`config.mk`:
```
export PLATFORM = sky130hd
export DESIGN_NAME = vnu_minmax_update
export DESIGN_NICKNAME = d
export VERILOG_FILES = /design/src/rtl/vnu_pkg.sv /design/src/rtl/vnu_edge_sum.sv /design/src/rtl/vnu_min_pick.sv /design/src/rtl/vnu_vec_store.sv /design/src/rtl/vnu_minmax_update.sv
export SDC_FILE = /design/constraint.sdc
export NUM_CORES = 1
export LEC_CHECK = 0
export ABC_AREA = 1
export BUFFER_PORTS_ARGS = -buffer_cell sky130_fd_sc_hd__buf_2
export CORE_MARGIN = 2
export CORE_UTILIZATION = 65
export DETAILED_ROUTE_END_ITERATION = 6
export PLACE_DENSITY = 0.82
export SYNTH_ARGS = -nofsm -noshare
export SYNTH_HDL_FRONTEND = slang
export SYNTH_SLANG_ARGS = --single-unit
```
`constraint.sdc`:
```
create_clock -name clk -period 7.62 [get_ports clk]
set_input_delay 1.143 -clock clk [delete_from_list [all_inputs] [get_ports clk]]
set_output_delay 1.143 -clock clk [all_outputs]
set_load 0.01 [all_outputs]
```
`src/rtl/vnu_pkg.sv`:
```
package vnu_pkg;

    typedef enum logic [1:0] {
        ST_IDLE = 2'd0,
        ST_LOAD = 2'd1,
        ST_EMIT = 2'd2
    } vnu_state_e;

endpackage

```
`src/rtl/vnu_edge_sum.sv`:
```
// Forms the saturated a-posteriori sum and, per edge, the saturated extrinsic sum
module vnu_edge_sum #(
    parameter int W  = 5,
    parameter int DV = 3
) (
    input  logic [W-1:0]    chn,
    input  logic [DV*W-1:0] c2v,
    output logic [DV*W-1:0] ext,
    output logic [W-1:0]    app
);
    localparam int SW = W + $clog2(DV + 1);
    localparam logic [SW-1:0] MAXV = SW'((1 << W) - 1);

    function automatic logic [W-1:0] clamp(input logic [SW-1:0] v);
        return (v > MAXV) ? MAXV[W-1:0] : v[W-1:0];
    endfunction

    logic [SW-1:0] total;

    always_comb begin
        total = SW'(chn);
        for (int k = 0; k < DV; k++) begin
            total = total + SW'(c2v[k*W +: W]);
        end
    end

    assign app = clamp(total);

    // the full sum minus the own edge leaves every other edge plus the channel
    for (genvar e = 0; e < DV; e++) begin : g_ext
        assign ext[e*W +: W] = clamp(total - SW'(c2v[e*W +: W]));
    end
endmodule

```
`src/rtl/vnu_min_pick.sv`:
```
// Decides whether a candidate replaces the running minimum (strictly smaller wins)
module vnu_min_pick #(
    parameter int W = 5
) (
    input  logic         first,
    input  logic [W-1:0] cand,
    input  logic [W-1:0] cur,
    output logic         take
);
    assign take = first || (cand < cur);
endmodule

```
`src/rtl/vnu_vec_store.sv`:
```
// Register file that holds the unnormalized extrinsic sums of every element
module vnu_vec_store #(
    parameter int DEPTH = 32,
    parameter int DW    = 15
) (
    input  logic                     clk,
    input  logic                     we,
    input  logic [$clog2(DEPTH)-1:0] waddr,
    input  logic [DW-1:0]            wdata,
    input  logic [$clog2(DEPTH)-1:0] raddr,
    output logic [DW-1:0]            rdata
);
    logic [DW-1:0] mem [DEPTH];

    always_ff @(posedge clk) begin
        if (we) begin
            mem[waddr] <= wdata;
        end
    end

    assign rdata = mem[raddr];
endmodule

```
`src/rtl/vnu_minmax_update.sv`:
```
module vnu_minmax_update #(
    parameter int W  = 5,
    parameter int DV = 3,
    parameter int Q  = 32
) (
    input  logic                    clk,
    input  logic                    rst_n,
    input  logic                    start,
    input  logic                    in_valid,
    output logic                    in_ready,
    input  logic [W-1:0]            in_chn_llr,
    input  logic [DV*W-1:0]         in_c2v_llr,
    output logic                    out_valid,
    input  logic                    out_ready,
    output logic [$clog2(Q)-1:0]    out_idx,
    output logic [DV*W-1:0]         out_v2c_llr,
    output logic [$clog2(Q)-1:0]    hard_sym,
    output logic                    done
);
    import vnu_pkg::*;

    localparam int QW = $clog2(Q);
    localparam int DW = DV * W;
    localparam logic [QW-1:0] LAST = QW'(Q - 1);

    typedef struct packed {
        vnu_state_e             st;
        logic [QW-1:0]          idx;
        logic [DV-1:0][W-1:0]   emin;
        logic [W-1:0]           amin;
        logic [QW-1:0]          asym;
        logic                   done;
    } ctl_t;

    ctl_t c_q, c_d;

    logic [DW-1:0] ext;
    logic [W-1:0]  app;
    logic [DW-1:0] rd;
    logic [DV-1:0] take_e;
    logic          take_a;
    logic          first;
    logic          we;

    vnu_edge_sum #(.W(W), .DV(DV)) u_sum (
        .chn (in_chn_llr),
        .c2v (in_c2v_llr),
        .ext (ext),
        .app (app)
    );

    for (genvar e = 0; e < DV; e++) begin : g_edge
        vnu_min_pick #(.W(W)) u_pick (
            .first (first),
            .cand  (ext[e*W +: W]),
            .cur   (c_q.emin[e]),
            .take  (take_e[e])
        );
        // stored sum never falls below the stored minimum of its edge
        assign out_v2c_llr[e*W +: W] = rd[e*W +: W] - c_q.emin[e];
    end

    vnu_min_pick #(.W(W)) u_apick (
        .first (first),
        .cand  (app),
        .cur   (c_q.amin),
        .take  (take_a)
    );

    vnu_vec_store #(.DEPTH(Q), .DW(DW)) u_store (
        .clk   (clk),
        .we    (we),
        .waddr (c_q.idx),
        .wdata (ext),
        .raddr (c_q.idx),
        .rdata (rd)
    );

    assign first     = (c_q.idx == '0);
    assign in_ready  = (c_q.st == ST_LOAD) && !start;
    assign we        = in_valid && in_ready;
    assign out_valid = (c_q.st == ST_EMIT);
    assign out_idx   = c_q.idx;
    assign hard_sym  = c_q.asym;
    assign done      = c_q.done;

    always_comb begin
        c_d      = c_q;
        c_d.done = 1'b0;
        if (start) begin
            c_d.st   = ST_LOAD;
            c_d.idx  = '0;
            c_d.emin = '1;
            c_d.amin = '1;
            c_d.asym = '0;
        end else begin
            unique case (c_q.st)
                ST_LOAD: begin
                    if (in_valid) begin
                        for (int e = 0; e < DV; e++) begin
                            if (take_e[e]) begin
                                c_d.emin[e] = ext[e*W +: W];
                            end
                        end
                        if (take_a) begin
                            c_d.amin = app;
                            c_d.asym = c_q.idx;
                        end
                        if (c_q.idx == LAST) begin
                            c_d.st  = ST_EMIT;
                            c_d.idx = '0;
                        end else begin
                            c_d.idx = c_q.idx + 1'b1;
                        end
                    end
                end
                ST_EMIT: begin
                    if (out_ready) begin
                        if (c_q.idx == LAST) begin
                            c_d.st   = ST_IDLE;
                            c_d.idx  = '0;
                            c_d.done = 1'b1;
                        end else begin
                            c_d.idx = c_q.idx + 1'b1;
                        end
                    end
                end
                default: begin
                    c_d.st = ST_IDLE;
                end
            endcase
        end
    end

    always_ff @(posedge clk or negedge rst_n) begin
        if (!rst_n) begin
            c_q <= '{st: ST_IDLE, idx: '0, emin: '0, amin: '0, asym: '0, done: 1'b0};
        end else begin
            c_q <= c_d;
        end
    end
endmodule

```
==> reports/results.txt, run 1 <==
run status - finished, final reports clean
Vert. Die Dim - 190 um
DP Wirelength - 34.4 mm
FF-to-FF path depth - 6
Initial Utilization - 65.4%
RR Startpoint - out_idx[1]
die area - 36000 um2
I/O pin cnt - 53
first-pass GRT wire length - 85.7 mm
Max Buffers Root-to-Sink - 3
final worst path period share - 80.7%
Sink Count - 513
hold buffers post-CTS - 0
diode count - 0
Worst-path clk slew - 60 ps
slew margin rel. - 22.4%
CP required - 8080 ps
mapped cell area - 22400 um2
clock root cell - clkbuf_16
Ys Warns - 0
Final GP Congestion - 0.883
DRT Wirelength - 56.6 mm
Cell Rows - 68
measured slew at the worst slew-check pin - 1160 ps
DR vias/cell - 6.50
Tot GR Track Use - 31.7%
GRT overflow - 0
CTS buffer count - 50
#FFs+latches synth - 513
Finished Layout Cells - 2394
core footprint - 34300 um2
post-synthesis net count - 1951
DP Area - 23200 um2
Worst-Skew Late Latency - 580 ps
Critical Path Source - in_chn_llr[0]
Final min period - 6150 ps
number of flops mapped to enable cells by yosys - 480
crit-path max FO - 33
CTS tree - yes
initial antenna violation count - 0
Pwr per Cell Area - 449 nW/um2
final setup violation count - 0
final-report max-slew violation count - 0
cell mode on critical path - nand2_1
WP data arrival - 6610 ps
setup ws final - 1470 ps
crit start category - primary input
Seq/Total Area, Yosys - 67.9%
cts repair resizes - 0
asr flop ratio synth - 6.43%
worst reg2reg endpoint - u_store.mem[24][4]
maximum vdd ir drop - 0.408 mV
skew final - 12.5 ps
Netlist cell types - 41
Crit. End Element - register
Final ANT Viol Nets - 0
share of layout cells above drive strength 1 - 11.3%
Final #Nets - 1997
DR DRC count - 0
Slowest cell on crit path - nand2_1
flop-to-flop setup slack - 3850 ps
Die Wd - 190 um
post-CTS setup buffers - 0
Finished Cell Area - 24700 um2
hold crit path type - reg -> reg
Pleak - 8.80 nW
Fin. Hold Viols - 0
PortBufs - 52
maxcap violations - 0
placed instance count - 2303
starting DRC count in detailed routing - 2009
CP peak stage delay - 570 ps
H-tree Lvls - 2
Setup TNS - 0 ps
end of the critical path - c_q[21]
vias - 15600
Setup CP Type - in -> reg
ys flop type - edfxtp_1
Avg Cell Area, Syn - 12.1 um2
Fmax - 163 MHz
RSZ-0062 raised after global routing - false
Cells after Synth - 1854
number of iterations in the first detailed-routing pass - 5
DR WL/cell - 23.6 um
pin count of the biggest net entering global routing - 98
vias in the first global route - 14900
dpl ws - 966 ps
Area Overhead vs Synth - 10.1%
cell type report:
type	instances	area, um2
clock buffer	67	1380
multi-input combinational	1134	6370
fill	2123	9600
clock inverter	24	116
tap	455	569
inverter	101	385
sequential	513	15200
timing repair buffer	100	621
logic make-up after synthesis:
kind of cell | after synthesis | share of synthesized area [%]
simple gates | 564 | 10.5
flops | 513 | 67.9
compound gates | 468 | 12.0
xor+xnor | 30 | 1.26
buf+inv | 207 | 3.88
fa+ha+maj | 72 | 4.45
layout by cell type, fill, tap and decap left out, types with 4 or more instances in the layout:
| cell type | instances |
|---|---|
| nand2_4 | 5 |
| buf_4 | 48 |
| fa_1 | 13 |
| edfxtp_1 | 480 |
| xnor2_1 | 8 |
| buf_2 | 52 |
| o21ai_1 | 11 |
| nand2_1 | 184 |
| clkinv_1 | 11 |
| o22ai_1 | 120 |
| ha_1 | 59 |
| nor2_1 | 282 |
| clkinv_2 | 10 |
| nand2_2 | 5 |
| o21ai_0 | 253 |
| nor3_2 | 9 |
| dfrtp_1 | 31 |
| clkinvlp_4 | 4 |
| nand4_1 | 7 |
| a221oi_1 | 22 |
| clkbuf_16 | 53 |
| inv_1 | 94 |
| a21oi_1 | 27 |
| clkbuf_1 | 14 |
| a22o_1 | 26 |
| nor2_2 | 18 |
| xor2_1 | 21 |
| nand3_1 | 42 |
| inv_2 | 5 |
critical path: cells and delay by family:
kind | cells | cell delay, ps
AND/OR/NAND/NOR | 15 | 2030
buffers and inverters | 4 | 360
AO/OA/AOI/OAI | 4 | 660
adder cells (fa/ha/maj) | 7 | 2420
state kept, by name, indices dropped and copies added (netlist names):
signal	cells
out_idx	5
done	1
hard_sym	5
u_store.mem	480
c_q	22
synthesized netlist by cell type, types with 21 or more instances:
master,instances,area (um2)
nor2_1,298,1120
ha_1,59,738
xor2_1,21,184
edfxtp_1,480,14400
a22o_1,26,228
nand2_1,184,691
dfrtp_1,33,826
nand3_1,42,210
clkbuf_1,60,225
o21ai_0,253,1270
inv_1,95,357
a21oi_1,27,135
o22ai_1,120,751
a221oi_1,22,193
buf_2,32,160
stage by stage:
step	hold WS (ps)	total power, mW	util (%)
after floorplan	442	7.22	-
after global placement	459	8.54	67.6
after detailed placement	461	8.74	67.6
after CTS	479	11.0	72.0
after global routing	495	11.7	72.0
final	482	11.1	72.0
how the worst min path moves through the flow:
stage                     startpoint  endpoint  slack (ps)  cells after the start
after floorplan              c_q[18]   c_q[18]         440                      2
after global placement       c_q[19]   c_q[19]         460                      2
after detailed placement     c_q[18]   c_q[18]         460                      2
after CTS                    c_q[25]   c_q[25]         480                      2
after global routing         c_q[19]   c_q[19]         500                      2
final                        c_q[14]   c_q[14]         480                      2
routing by layer:
metal,routed length [um],vias to the layer above,global-route usage (%)
met5,0,-,0
met1,20600,7473,42.8
met3,6490,195,5.83
met4,2490,0,13.9
met2,27000,1094,51.4
li1,-,6793,-
power breakdown:
| group | total, mW | switching (mW) | internal (mW) |
|---|---|---|---|
| Sequential | 4.19 | 0.135 | 4.06 |
| Clock | 2.28 | 1.02 | 1.27 |
| Combinational | 4.61 | 3.25 | 1.35 |
| Total | 11.1 | 4.41 | 6.68 |
(Power assumes the default switching activity.)
==> inputs of run 2 (changes only) <==
--- a/config.mk
+++ b/config.mk
@@ -5,12 +5,12 @@
 export SDC_FILE = /design/constraint.sdc
 export NUM_CORES = 1
 export LEC_CHECK = 0
-export ABC_AREA = 1
+export ABC_AREA = 0
 export BUFFER_PORTS_ARGS = -buffer_cell sky130_fd_sc_hd__buf_2
 export CORE_MARGIN = 2
-export CORE_UTILIZATION = 65
+export CORE_UTILIZATION = 62
 export DETAILED_ROUTE_END_ITERATION = 6
-export PLACE_DENSITY = 0.82
+export PLACE_DENSITY = 0.79
 export SYNTH_ARGS = -nofsm -noshare
 export SYNTH_HDL_FRONTEND = slang
 export SYNTH_SLANG_ARGS = --single-unit
==> constraint.sdc (replaced) <==
create_clock -name clk -period 6.3 [get_ports clk]
set_input_delay 0.945 -clock clk [delete_from_list [all_inputs] [get_ports clk]]
set_output_delay 0.945 -clock clk [all_outputs]
set_load 0.01 [all_outputs]
==> reports/results.txt, run 2 <==
DR DRC count - 0
RSZ-0062 raised after global routing - false
vias in the first global route - 12200
Ys Warns - 0
diode count - 0
DR vias/cell - 6.64
top cell type's share of synthesized area - 65.6%
asr flop ratio synth - 6.43%
Final #Nets - 1446
CTS tree - yes
Biggest register - u_store.mem
largest registers - u_store.mem: 480 flops, c_q: 22 flops
maxcap violations - 0
crit-path max FO - 4
DRT Wirelength - 52.8 mm
final setup violation count - 0
Final ANT Viol Nets - 0
hold crit path type - in -> async
Worst-Skew Late Latency - 560 ps
Critical Path Source - in_chn_llr[0]
I/O pin cnt - 53
GRT overflow - 0
Die Wd - 192 um
Cells after Synth - 1213
#FFs+latches synth - 513
Fin. Hold Viols - 0
share of layout cells above drive strength 1 - 26.6%
Final min period - 5980 ps
DR WL/cell - 28.7 um
maximum vdd ir drop - 0.318 mV
cts repair resizes - 0
skew final - 28.3 ps
Slowest cell on crit path - or4_4
dpl ws - -181 ps
Worst-path clk slew - 60 ps
slew margin rel. - 30.7%
number of flops mapped to enable cells by yosys - 480
leading area contributor after synthesis - edfxtp_1
core footprint - 34700 um2
Buf+Inv Stages, Crit Path - 3
vias - 12200
Synth top cells by count - edfxtp_1, mux4_2, inv_1, ha_1, nand2_1
die area - 37000 um2
Final GP Congestion - 0.928
post-synthesis net count - 1310
Tot GR Track Use - 29.6%
Seq/Total Area, Yosys - 69.4%
cell mode on critical path - ha_1
ys flop type - edfxtp_1
hold buffers post-CTS - 0
Initial Utilization - 63.3%
crit start category - primary input
final core utilization - 71.5%
flip-flop count of the largest register after layout - 480
placed instance count - 1753
first-pass GRT wire length - 77.8 mm
most frequent cell after synthesis - edfxtp_1
post-CTS setup buffers - 0
clock root cell - clkbuf_16
pin count of the biggest net entering global routing - 46
synth top area cells - edfxtp_1, mux4_2, dfrtp_1
PortBufs - 52
CP top delay family - adder cells
final-report max-slew violation count - 0
most frequent cells in the layout - edfxtp_1, mux4_2, buf_4
WP data arrival - 6460 ps
measured slew at the worst slew-check pin - 1040 ps
CTS buffer count - 49
initial antenna violation count - 2
starting DRC count in detailed routing - 1392
H-tree Lvls - 2
Netlist cell types - 70
Pleak - 8.52 nW
Setup CP Type - in -> reg
Fmax - 167 MHz
Area Overhead vs Synth - 13.0%
Finished Layout Cells - 1841
Cell Rows - 68
Avg Cell Area, Syn - 18.1 um2
final worst path period share - 94.9%
Pwr per Cell Area - 437 nW/um2
run status - finished, final reports clean
Hold WS - 473 ps
FILL cells - 2099
RR Startpoint - out_idx[0]
CP required - 6780 ps
number of iterations in the first detailed-routing pass - 5
CP peak stage delay - 490 ps
Sink Count - 513
DP Wirelength - 33.4 mm
commonest non-fill, non-tap cell in the layout - edfxtp_1
setup ws final - 319 ps
Max Buffers Root-to-Sink - 3
Crit. End Element - register
mapped cell area - 22000 um2
Vert. Die Dim - 192 um
[run 2: cell count changes after synthesis, sizes merged, moves of 30 or more]
cell	delta
inv	-30
nor2	-256
nand2	-149
o21ai	-245
a22oi	+42
o22ai	-118
mux4	+120
nand3	-35
[run 2: metal layers]
metal	GRT usage [%]	vias to the layer above	share of wire [%]
li1	-	5119	-
met1	40.9	6219	38
met2	47.2	740	48
met3	5.34	137	9.1
met4	12.5	2	4.5
met5	0	-	0.023
[run 2: stage by stage]
| stage | total power, mW | TNS [ps] | area [um2] |
|---|---|---|---|
| finish | 10.8 | 0 | 24800 |
| global route | 11.3 | 0 | 24800 |
| CTS | 10.8 | 0 | 24800 |
| detailed placement | 8.08 | -1190 | 23300 |
| global placement | 7.95 | -257 | 23300 |
| floorplan | 6.71 | -55.4 | 22000 |
[run 2: path summary, 6_finish.rpt]
check / end / slack [ps] / cells past startpoint
worst max-delay path: c_q[19] / 320 / 25
worst min-delay path: c_q[22] / 470 / 1
worst max register to register: u_store.mem[15][11] / 2810 / 6
worst min register to register: hard_sym[4] / 490 / 1
max in group asynchronous: out_idx[1] / 5240 / 1
min in group clk: hard_sym[4] / 490 / 1
[run 2: logic make-up after synthesis]
| kind of cell | count (synthesis) | synth area share, % |
|---|---|---|
| xor gates and xnor gates | 28 | 1.15 |
| muxes | 130 | 12.8 |
| buffers and inverters | 129 | 2.45 |
| AOI/OAI and AO/OA | 167 | 5.61 |
| and+or+nand+nor | 174 | 4.06 |
| adders and majority gates | 72 | 4.54 |
| DFF | 513 | 69.4 |
[run 2: final cells by class]
| type | instances | area [um2] | area share, % |
|---|---|---|---|
| Multi-Input combinational cell | 571 | 6280 | 25.3 |
| Timing Repair Buffer | 143 | 981 | 3.95 |
| Sequential cell | 513 | 15200 | 61.4 |
| Tap cell | 455 | 569 | 2.29 |
| Clock inverter | 27 | 211 | 0.852 |
| Inverter | 71 | 267 | 1.07 |
| Clock buffer | 61 | 1270 | 5.12 |
[run 2: where the power goes]
part	leakage, nW	internal (mW)	switching (mW)	total, mW
clock network	0.728	1.55	1.22	2.77
logic	3.22	1.22	2.20	3.41
registers	4.57	4.59	0.0746	4.66
==> inputs of run 3 (changes only) <==
--- a/config.mk
+++ b/config.mk
@@ -6,7 +6,7 @@
 export NUM_CORES = 1
 export LEC_CHECK = 0
 export ABC_AREA = 0
-export BUFFER_PORTS_ARGS = -buffer_cell sky130_fd_sc_hd__buf_2
+export BUFFER_PORTS_ARGS = -buffer_cell sky130_fd_sc_hd__buf_4
 export CORE_MARGIN = 2
 export CORE_UTILIZATION = 62
 export DETAILED_ROUTE_END_ITERATION = 6
==> reports/results.txt, run 3 (same netlist as run 2, synthesis figures left out) <==
Setup CP Type - in -> reg
Crit. End Element - register
hold buffers post-CTS - 0
final core utilization - 72.1%
DR vias/cell - 6.67
crit-path max FO - 4
skew final - 17.8 ps
most frequent cells in the layout - edfxtp_1, buf_4, mux4_2
DRT Wirelength - 53.5 mm
Final min period - 6070 ps
slew margin rel. - 31.6%
die area - 37000 um2
DR DRC count - 0
first-pass GRT wire length - 78.8 mm
DR WL/cell - 29.1 um
H-tree Lvls - 2
Vert. Die Dim - 192 um
flip-flop count of the largest register after layout - 480
commonest non-fill, non-tap cell in the layout - edfxtp_1
Worst-Skew Late Latency - 560 ps
I/O pin cnt - 53
Fin. Hold Viols - 0
Fmax - 165 MHz
Worst-path clk slew - 60 ps
CTS tree - yes
maxcap violations - 0
hold crit path type - in -> async
diode count - 0
Max Buffers Root-to-Sink - 3
vias in the first global route - 12400
largest registers - u_store.mem: 480 flops, c_q: 22 flops
maximum vdd ir drop - 0.457 mV
RSZ-0062 raised after global routing - false
total power - 11.0 mW
WP data arrival - 6550 ps
share of layout cells above drive strength 1 - 27.0%
Initial Utilization - 63.3%
GRT overflow - 0
Biggest register - u_store.mem
Area Overhead vs Synth - 14.0%
Final ANT Viol Nets - 0
register area - 15200 um2
PortBufs - 52
Final #Nets - 1445
core footprint - 34700 um2
pin count of the biggest net entering global routing - 38
number of iterations in the first detailed-routing pass - 5
measured slew at the worst slew-check pin - 1030 ps
Pwr per Cell Area - 438 nW/um2
Final GP Congestion - 0.934
Finished Cell Area - 25000 um2
starting DRC count in detailed routing - 1304
initial antenna violation count - 0
Tot GR Track Use - 30.1%
area of the multi-input gates - 6290 um2
Sink Count - 513
run status - finished, final reports clean
CTS buffer count - 49
DP Wirelength - 33.3 mm
vias - 12300
crit start category - primary input
Pleak - 8.59 nW
final worst path period share - 96.3%
Cell Rows - 68
clock root cell - clkbuf_16
CP required - 6780 ps
Die Wd - 192 um
DP Area - 23500 um2
final setup violation count - 0
final-report max-slew violation count - 0
FILL cells - 2057
==> run 3: final timing paths <==
| check | start | end | slack [ps] | cells after the start |
|---|---|---|---|---|
| setup reg to reg | c_q[32] | u_store.mem[13][1] | 2770 | 6 |
| hold reg to reg | hard_sym[4] | hard_sym[4] | 490 | 1 |
| min in group clk | hard_sym[4] | hard_sym[4] | 490 | 1 |
| setup / recovery | in_chn_llr[0] | c_q[20] | 230 | 25 |
| hold / removal | rst_n | c_q[8] | 340 | 1 |
| max in group asynchronous | rst_n | out_idx[0] | 5600 | 1 |
==> run 3: report_power, final <==
part	internal (mW)	total (mW)	leakage [nW]	switching [mW]
logic	1.28	3.45	3.25	2.17
clock network	1.65	2.85	0.763	1.20
registers	4.59	4.67	4.57	0.0849
==> run 3: layout make-up <==
cell class | instances | share of cell area (%)
clock inverter | 27 | 0.964
multi-input combinational | 571 | 25.1
sequential | 513 | 60.9
clock buffer | 61 | 5.28
inverter | 71 | 1.06
timing repair buffer | 142 | 4.41
tap | 455 | 2.27
==> run 3: repair_timing <==
action | 4_1_cts | 5_1_grt
gates resized for setup | 0 | 2
setup buffers | 0 | 1
endpoints found under the setup margin | 0 | 4
==> run 3: per-layer routing <==
metal  global-route usage, %  share of wire, %  up-vias
met5                       0                 0        -
met1                    39.8                36     6158
li1                        -                 -     5129
met2                    48.2                48      817
met3                    6.30                10      163
met4                    14.5               5.3        0
==> run 3: per-stage QoR <==
step,TNS (ps),std cells,setup WS [ps],hold slack [ps]
after CTS,0,1839,268,347
after floorplan,-55.4,1213,-13.9,460
after global placement,-587,1751,-148,478
after global routing,0,1840,11.2,362
final,0,1840,232,339
after detailed placement,-1780,1751,-275,484
==> run 3: critical path, stage by stage <==
cell and delay [ps]:
buf_4 110, ha_1 220, fa_1 410, xor2_1 180, fa_1 470, ha_1 290
a21o_1 210, a21oi_2 220, xor2_2 180, inv_1 70, ha_1 310, inv_1 60
o22a_1 220, or4_4 500, a21oi_2 190, nor2_2 70, or2_4 240, ha_1 290
a211oi_2 180, o21bai_1 120, a211oi_2 320, nand3b_1 160, or2_1 240, o2111ai_2 140
o32a_1 210
